## src/rtl/mpc_rx_pkg.sv

```systemverilog
package mpc_rx_pkg;

  localparam int unsigned MPC_W = 8;

  typedef enum logic [1:0] {SMP_IDLE, SMP_START, SMP_BITS} smp_state_t;
  typedef enum logic {FLT_HUNT, FLT_OPEN} flt_state_t;

  typedef struct packed {
    flt_state_t nxt;
    logic       hand_over;
  } flt_dec_t;

  // Address-filter decision for one well-formed frame.
  function automatic flt_dec_t flt_decide(input flt_state_t cur, input logic is_addr,
                                          input logic hit);
    flt_dec_t d;
    if (is_addr) begin
      d.nxt       = hit ? FLT_OPEN : FLT_HUNT;
      d.hand_over = hit;
    end else begin
      d.nxt       = cur;
      d.hand_over = (cur == FLT_OPEN);
    end
    return d;
  endfunction

endpackage

```

## src/rtl/mpc_rx_sampler.sv

```systemverilog
module mpc_rx_sampler
  import mpc_rx_pkg::*;
#(
  parameter int unsigned OSR    = 16,
  parameter int unsigned DATA_W = 8
) (
  input  logic              clk,
  input  logic              rst_n,
  input  logic              tick,
  input  logic              rxd,
  output logic              fr_done,
  output logic [DATA_W-1:0] fr_data,
  output logic              fr_mark,
  output logic              fr_stop_ok,
  output logic              start_reject
);
  localparam int unsigned CW       = $clog2(OSR);
  localparam int unsigned LAST_BIT = DATA_W + 1;
  localparam int unsigned BW       = $clog2(DATA_W + 2);
  localparam int unsigned HALF     = OSR / 2;

  smp_state_t    st;
  logic [CW-1:0] cnt;
  logic [BW-1:0] bidx;
  logic [DATA_W:0] sh;
  logic          armed;

  logic mid_start, bit_smp;
  assign mid_start    = tick && (st == SMP_START) && (cnt == CW'(HALF - 1));
  assign bit_smp      = tick && (st == SMP_BITS) && (cnt == CW'(OSR - 1));
  assign start_reject = mid_start && rxd;

  always_ff @(posedge clk or negedge rst_n) begin
    if (!rst_n) begin
      st         <= SMP_IDLE;
      cnt        <= '0;
      bidx       <= '0;
      sh         <= '0;
      armed      <= 1'b0;
      fr_done    <= 1'b0;
      fr_stop_ok <= 1'b0;
    end else begin
      fr_done <= 1'b0;
      case (st)
        SMP_IDLE: begin
          if (tick && rxd) armed <= 1'b1;
          if (tick && !rxd && armed) begin
            st  <= SMP_START;
            cnt <= '0;
          end
        end
        SMP_START: begin
          if (tick) begin
            if (cnt == CW'(HALF - 1)) begin
              cnt  <= '0;
              bidx <= '0;
              st   <= rxd ? SMP_IDLE : SMP_BITS;
            end else begin
              cnt <= cnt + 1'b1;
            end
          end
        end
        default: begin
          if (bit_smp) begin
            cnt <= '0;
            if (bidx == BW'(LAST_BIT)) begin
              fr_done    <= 1'b1;
              fr_stop_ok <= rxd;
              armed      <= rxd;
              st         <= SMP_IDLE;
            end else begin
              sh   <= {rxd, sh[DATA_W:1]};
              bidx <= bidx + 1'b1;
            end
          end else if (tick) begin
            cnt <= cnt + 1'b1;
          end
        end
      endcase
    end
  end

  assign fr_data = sh[DATA_W-1:0];
  assign fr_mark = sh[DATA_W];


  glitch_reject_chk: assert property (@(posedge clk) disable iff (!rst_n)
    start_reject |=> (st == SMP_IDLE) && !fr_done);

  frame_end_chk: assert property (@(posedge clk) disable iff (!rst_n)
    fr_done |-> (st == SMP_IDLE) && !$stable(st));
endmodule

```

## src/rtl/mpc_rx_filter.sv

```systemverilog
module mpc_rx_filter
  import mpc_rx_pkg::*;
#(
  parameter int unsigned DATA_W = 8
) (
  input  logic              clk,
  input  logic              rst_n,
  input  logic              fr_done,
  input  logic [DATA_W-1:0] fr_data,
  input  logic              fr_mark,
  input  logic              fr_stop_ok,
  input  logic [DATA_W-1:0] station_id,
  output logic              deliver,
  output logic              deliver_is_id
);
  flt_state_t st;
  flt_dec_t   dec;
  logic       good;

  assign good = fr_done && fr_stop_ok;

  always_comb begin
    dec           = flt_decide(st, fr_mark, fr_data == station_id);
    deliver       = good && dec.hand_over;
    deliver_is_id = fr_mark;
  end

  always_ff @(posedge clk or negedge rst_n) begin
    if (!rst_n) st <= FLT_HUNT;
    else if (good) st <= dec.nxt;
  end


  hunt_drop_chk: assert property (@(posedge clk) disable iff (!rst_n)
    (fr_done && !fr_mark && st == FLT_HUNT) |-> !deliver);

  mismatch_close_chk: assert property (@(posedge clk) disable iff (!rst_n)
    (good && fr_mark && fr_data != station_id) |-> !deliver ##1 (st == FLT_HUNT));

  match_open_chk: assert property (@(posedge clk) disable iff (!rst_n)
    (good && fr_mark && fr_data == station_id) |=> (st == FLT_OPEN));

  bad_stop_keep_chk: assert property (@(posedge clk) disable iff (!rst_n)
    (fr_done && !fr_stop_ok) |-> !deliver ##1 $stable(st));
endmodule

```

## src/rtl/mpc_rx_status.sv

```systemverilog
module mpc_rx_status #(
  parameter int unsigned DATA_W = 8
) (
  input  logic              clk,
  input  logic              rst_n,
  input  logic              deliver,
  input  logic              deliver_is_id,
  input  logic [DATA_W-1:0] payload,
  input  logic              bad_stop,
  input  logic              clr_ready,
  input  logic              clr_err,
  output logic [DATA_W-1:0] rx_data,
  output logic              rx_ready,
  output logic              rx_was_id,
  output logic              frame_err,
  output logic              overrun
);
  logic collide, take;
  assign collide = deliver && rx_ready && !clr_ready;
  assign take    = deliver && !collide;

  always_ff @(posedge clk or negedge rst_n) begin
    if (!rst_n) begin
      rx_data   <= '0;
      rx_ready  <= 1'b0;
      rx_was_id <= 1'b0;
      frame_err <= 1'b0;
      overrun   <= 1'b0;
    end else begin
      if (take) begin
        rx_data   <= payload;
        rx_was_id <= deliver_is_id;
        rx_ready  <= 1'b1;
      end else if (clr_ready) begin
        rx_ready <= 1'b0;
      end
      if (bad_stop)     frame_err <= 1'b1;
      else if (clr_err) frame_err <= 1'b0;
      if (collide)      overrun <= 1'b1;
      else if (clr_err) overrun <= 1'b0;
    end
  end


  store_chk: assert property (@(posedge clk) disable iff (!rst_n)
    (deliver && !rx_ready) |=> rx_ready && (rx_data == $past(payload)));

  overrun_keep_chk: assert property (@(posedge clk) disable iff (!rst_n)
    collide |=> overrun && $stable(rx_data) && $stable(rx_was_id));

  clear_ready_chk: assert property (@(posedge clk) disable iff (!rst_n)
    (clr_ready && !deliver) |=> !rx_ready && $stable(rx_data));

  frame_err_chk: assert property (@(posedge clk) disable iff (!rst_n)
    bad_stop |=> frame_err);
endmodule

```

## src/rtl/mpc_uart_rx.sv

```systemverilog
module mpc_uart_rx
  import mpc_rx_pkg::*;
#(
  parameter int unsigned OSR    = 16,
  parameter int unsigned DATA_W = MPC_W
) (
  input  logic              clk,
  input  logic              rst_n,
  input  logic              tick,
  input  logic              rxd,
  input  logic [DATA_W-1:0] station_id,
  input  logic              clr_ready,
  input  logic              clr_err,
  output logic [DATA_W-1:0] rx_data,
  output logic              rx_ready,
  output logic              rx_was_id,
  output logic              frame_err,
  output logic              overrun,
  output logic              rx_irq,
  output logic              err_irq
);
  logic              fr_done, fr_mark, fr_stop_ok, start_reject;
  logic [DATA_W-1:0] fr_data;
  logic              deliver, deliver_is_id, bad_stop;

  mpc_rx_sampler #(.OSR(OSR), .DATA_W(DATA_W)) u_smp (
    .clk(clk), .rst_n(rst_n), .tick(tick), .rxd(rxd),
    .fr_done(fr_done), .fr_data(fr_data), .fr_mark(fr_mark),
    .fr_stop_ok(fr_stop_ok), .start_reject(start_reject)
  );

  mpc_rx_filter #(.DATA_W(DATA_W)) u_flt (
    .clk(clk), .rst_n(rst_n), .fr_done(fr_done), .fr_data(fr_data),
    .fr_mark(fr_mark), .fr_stop_ok(fr_stop_ok), .station_id(station_id),
    .deliver(deliver), .deliver_is_id(deliver_is_id)
  );

  assign bad_stop = fr_done && !fr_stop_ok;

  mpc_rx_status #(.DATA_W(DATA_W)) u_sts (
    .clk(clk), .rst_n(rst_n), .deliver(deliver), .deliver_is_id(deliver_is_id),
    .payload(fr_data), .bad_stop(bad_stop), .clr_ready(clr_ready),
    .clr_err(clr_err), .rx_data(rx_data), .rx_ready(rx_ready),
    .rx_was_id(rx_was_id), .frame_err(frame_err), .overrun(overrun)
  );

  assign rx_irq  = rx_ready;
  assign err_irq = frame_err || overrun;


  reject_quiet_chk: assert property (@(posedge clk) disable iff (!rst_n)
    start_reject |=> $stable(rx_ready) && $stable(frame_err));

  irq_idle_chk: assert property (@(posedge clk) disable iff (!rst_n)
    (!rx_ready |-> !rx_irq) and (!frame_err && !overrun |-> !err_irq));
endmodule

```

## config.mk

```make
export PLATFORM = sky130hd
export DESIGN_NAME = mpc_uart_rx
export DESIGN_NICKNAME = d
export VERILOG_FILES = /design/src/rtl/mpc_rx_pkg.sv /design/src/rtl/mpc_rx_sampler.sv /design/src/rtl/mpc_rx_filter.sv /design/src/rtl/mpc_rx_status.sv /design/src/rtl/mpc_uart_rx.sv
export SDC_FILE = /design/constraint.sdc
export NUM_CORES = 1
export LEC_CHECK = 0
export CORE_UTILIZATION = 30
export DETAILED_ROUTE_END_ITERATION = 6
export DONT_BUFFER_PORTS = 1
export PLACE_DENSITY = 0.49
export SLEW_MARGIN = 20
export SYNTH_ARGS = -nofsm -noshare
export SYNTH_HDL_FRONTEND = slang
export SYNTH_HIERARCHICAL = 1
export SYNTH_SLANG_ARGS = --single-unit
export TNS_END_PERCENT = 50
```

## constraint.sdc

```tcl
create_clock -name clk -period 3.9 [get_ports clk]
set_clock_uncertainty 0.05 [all_clocks]
set_input_delay 0.195 -clock clk [delete_from_list [all_inputs] [get_ports clk]]
set_output_delay 0.195 -clock clk [all_outputs]
set_load 0.05 [all_outputs]
```

== After elaboration in Yosys (flattened, before gate mapping) ==
Cells that the tools add are included.
Word-level totals
  word-level logic and storage cells: 96
  input port bits: 14
  output and inout bits: 14
  register bits: 35
Operators by class
  reductions and logical operators: 34
  eq/ne operators: 11
  add/sub/neg operators: 2
  bitwise operators: 4
  mux-type cells: 32
Operators by type and width (number)
  two-way mux 4 bit: 9
  one-hot mux 4 bit (2 select lines): 2
  two-way mux 1 bit: 13
  two-way mux 2 bit: 6
  nonzero test 2 bit: 6
  logical AND 1 bit: 11
  AND reduction 5 bit: 2
  AND reduction 3 bit: 3
  nonzero test 3 bit: 3
  adder 4 x 1 -> 4 bit, second input constant: 2
  equality test 4 bit, second input constant: 2
  equality test 8 bit: 1
  != test 2 x 1 -> 1 bit, second input constant: 3
  equality test 4 x 3 -> 1 bit, second input constant: 1
  zero test 1 bit: 4
  != test 2 bit, second input constant: 2
  inverter 1 bit: 4
  one-hot mux 2 bit (2 select lines): 1
  AND reduction 4 bit: 1
  equality test 2 x 1 -> 1 bit, second input constant: 1
  equality test 2 bit, second input constant: 1
  zero test 2 bit: 1
  one-hot mux 1 bit (2 select lines): 1
  AND reduction 2 bit: 1
  other kinds (2): 2

== Logic depth before layout (Yosys ltp) ==
  depth in word-level cells: 8
  mapped depth: 7
  mapped depth without buffers: 7

== By module ==
The synthesis kept the hierarchy.
By module, submodules not included
  mpc_rx_sampler: cells each 100, sequential area each 550.5 um2, instances 1, area each 1101.1 um2
  mpc_rx_status: cells each 28, sequential area each 300.3 um2, instances 1, area each 454.2 um2
  mpc_rx_filter: cells each 18, sequential area each 25.0 um2, instances 1, area each 152.6 um2
  mpc_uart_rx: cells each 3, sequential area each 0.0 um2, instances 1, area each 20.0 um2

== Worst setup path before layout ==
No wires, ideal clock.
  kind: reg-to-reg
  from: register u_smp.bidx[0]
  to: register u_smp.sh[8]
  arrival time: 1.495 ns
  stages on the path, launching flop included: 5
  path buffers: 0
  library setup time: 0.125 ns
  setup slack: 2.230 ns
  period minus slack after synthesis: 1.670 ns
  required time: 3.725 ns
  path through: dfrtp_1 > ha_1 > and3b_1 > nor3_4 > mux2_2
Between the ends
  cells in the longest elaborated chain, start to end: 3
RTL lines
  start: declaration: line mpc_rx_sampler.sv:24  | logic [BW-1:0] bidx;
  start signal: assignment: line mpc_rx_sampler.sv:73  | bidx <= bidx + 1'b1;
  equality test 4 bit: line mpc_rx_sampler.sv:66  | if (bidx == BW'(LAST_BIT)) begin
  inverter 1 bit (no line)
  AND reduction 3 bit (no line)
  end signal: assignment: line mpc_rx_sampler.sv:72  | sh <= {rxd, sh[DATA_W:1]};
  end: declaration: line mpc_rx_sampler.sv:25  | logic [DATA_W:0] sh;
Every way passes these cells.
A chain may end at the register's enable or synchronous reset.

== Worst setup path after layout ==
  from: register u_smp.cnt[0]
  to: register u_smp.sh[0]
Between the ends
  cells in the longest elaborated chain, start to end: 3
RTL lines
  start: declaration: line mpc_rx_sampler.sv:23  | logic [CW-1:0] cnt;
  start signal: assignment: line mpc_rx_sampler.sv:59  | cnt <= cnt + 1'b1;
  start signal: assignment: line mpc_rx_sampler.sv:76  | cnt <= cnt + 1'b1;
  equality test 4 bit: line mpc_rx_sampler.sv:30  | assign bit_smp = tick && (st == SMP_BITS) && (cnt == CW'(OSR - 1));
  logical AND 1 bit: line mpc_rx_sampler.sv:30
  AND reduction 3 bit (no line)
Every way passes these cells.

==> summary.txt <==
status = finished clean
Final setup viols = 0
critical path arrival = 2.08 ns
Die Wd = 77.7 um
GR peak layer = met2
final wirelength = 3.13 mm
Filler cells = 546
Setup TNS Final = 0 ns
clk_lat worst skew = 0.28 ns
GR met1 Demand/Resource = 13.3%
Slowest Stage Delay on Critical Path = 0.50 ns
DIE AREA = 6040 um^2
CP max-delay cell = nor3_4
DP Cell Count = 213
ant diodes = 0
hold depth = 1
clock sink total = 35
final-report hold violation count = 0
Mapped Nets = 164
Non-Filler Instances = 224
CORE AREA = 5510 um^2
# Post-CTS Setup Buffers = 0
Comb pwr share = 17.1%
met2 Use GR = 18.6%
leakage = 0.892 nW
area post-placement = 1780 um^2
GRT Overall Usage = 11.6%
sw frac = 29.4%
layout cells sized above 1 = 22.4%
peak supply drop = 0.210 mV
CTS max path bufs = 2
post-detailed-placement half-perimeter wirelength = 2.23 mm
initial core utilization = 31.2%
Reg2Reg Depth = 4
max-cap violations = 0
grt total ovfl = 0
FMAX = 511 MHz
internal power = 0.672 mW
Iter 0 DRT Violations = 52
1st-pass router iterations = 4
syn avg cell area = 11.7 um^2
fin. max-slew vios = 0
# rows = 27
Rel. slew slack = 36.7%
Final Cycle Share = 50.2%
first-pass GRT wire length = 5.38 mm
Required @ worst endpoint = 4.02 ns
P per Cell Area = 494 nW/um^2
Clock Power Share = 34.1%
Ys Warns = 6
H-tree levels = 2
RSZ-0062 raised after global routing = no
I/O pin total = 28
sequential share of power = 48.8%
total CTS buffers = 5
Tightest Hold Check Type = in2reg
total power = 0.952 mW
synthesized area = 1720 um^2
average wire per standard cell = 14.0 um
port buffer count = 0
Max FO, Critical Path = 11
critical path cell sequence = ha_1 -> nand3_2 -> nor3_4 -> mux2_2
initial antenna violation count = 0
# nets final = 168
Least-Margin Pin Slew = 0.950 ns
post-route ant nets = 0
post_cts resized = 0
post-route minimum period = 1.96 ns
worst hold slack = 0.0131 ns
number of global-route vias before repair = 1,148
largest net degree at the start of global routing = 36
gpl congestion = 0.749
grt met3 use = 4.82%
DP Worst Slack = 1.95 ns
Die H = 77.7 um
final worst setup slack = 1.94 ns
Gate Count Post-Synth = 147
DRC viols = 0
CTS tree = yes
critical path class = reg2reg
clock slew at reported path FFs = 0.07 ns
CP startpoint kind = register
Area growth syn-to-layout = 12.2%
switching pwr = 0.280 mW
Via-to-Cell Ratio = 4.96
final core occ = 35.0%
clock root buffer = clkbuf_8
Layout Cell Area excl Fill = 1930 um^2
Vias = 1,111
Worst setup EP type = register
[final timing paths]
kind | from | endpoint | slack [ns]
max | u_smp/cnt[0]$_DFFE_PN0P_ | u_smp/sh[0]$_DFFE_PN0P_ | 1.94
min | rxd | u_smp/armed$_DFFE_PN0P_ | 0.01
max reg2reg | u_smp/cnt[0]$_DFFE_PN0P_ | u_smp/sh[0]$_DFFE_PN0P_ | 1.94
min reg2reg | u_flt/st$_DFFE_PN0P_ | u_flt/st$_DFFE_PN0P_ | 0.46
max in group asynchronous | rst_n | u_smp/cnt[0]$_DFFE_PN0P_ | 3.31
min in group asynchronous | rst_n | u_sts/rx_data[5]$_DFFE_PN0P_ | 0.31
[power groups by stage]
stage | combinational [mW] | sequential [mW] | clock, mW
floorplan | 0.161 | 0.437 | 0
CTS | 0.166 | 0.464 | 0.341
global placement | 0.146 | 0.468 | 0
global route | 0.191 | 0.471 | 0.355
detailed placement | 0.153 | 0.471 | 0
finish | 0.163 | 0.465 | 0.324
[routing by layer]
metal,vias up,share of wire [%]
li1,535,-
met1,542,45
met2,25,46
met3,9,6.3
met4,0,2.2
met5,-,0
[flip-flops by register name, indices dropped and copies added (netlist names)]
register,cells
u_smp/armed,1
u_smp/st,2
u_sts/rx_data,8
u_smp/bidx,4
u_smp/fr_stop_ok,1
u_sts/rx_was_id,1
u_smp/fr_done,1
u_smp/sh,9
u_sts/rx_ready,1
u_smp/cnt,4
u_flt/st,1
u_sts/overrun,1
u_sts/frame_err,1
[cell usage in the layout, fill, tap and decap left out, types with 3 or more instances in the layout]
| cell type | instances |
|---|---|
| dfrtp_1 | 35 |
| mux2_2 | 18 |
| nand2_1 | 12 |
| xnor2_1 | 8 |
| inv_1 | 7 |
| o31ai_1 | 6 |
| o21ai_0 | 6 |
| clkbuf_8 | 5 |
| nand3_1 | 4 |
| nand2b_1 | 3 |
| nor2_1 | 3 |
| nor4_1 | 3 |
| ha_1 | 3 |
[repair_timing]
item | 4_1_cts | 5_1_grt
setup endpoints to repair | 0 | 0
endpoints found under the hold margin | 37 | 0
hold buffers | 3 | 0
[worst max-delay path, delay by kind of cell, from the launching register on]
kind	cells	cell delay, ns
simple gates	2	0.74
mux	1	0.39
fa+ha+maj	1	0.27
flops	1	0.40
[cell type report]
class	instances	area, um^2	area share, %
clock inverters	3	43.8	2.27
flip-flops and latches	35	876	45.4
inverters	7	26.3	1.36
repair buffers	3	40.0	2.08
multi-input cells	99	783	40.6
well taps	72	90.1	4.67
clock buffers	5	68.8	3.57
Power figures use the tool's default switching activity.
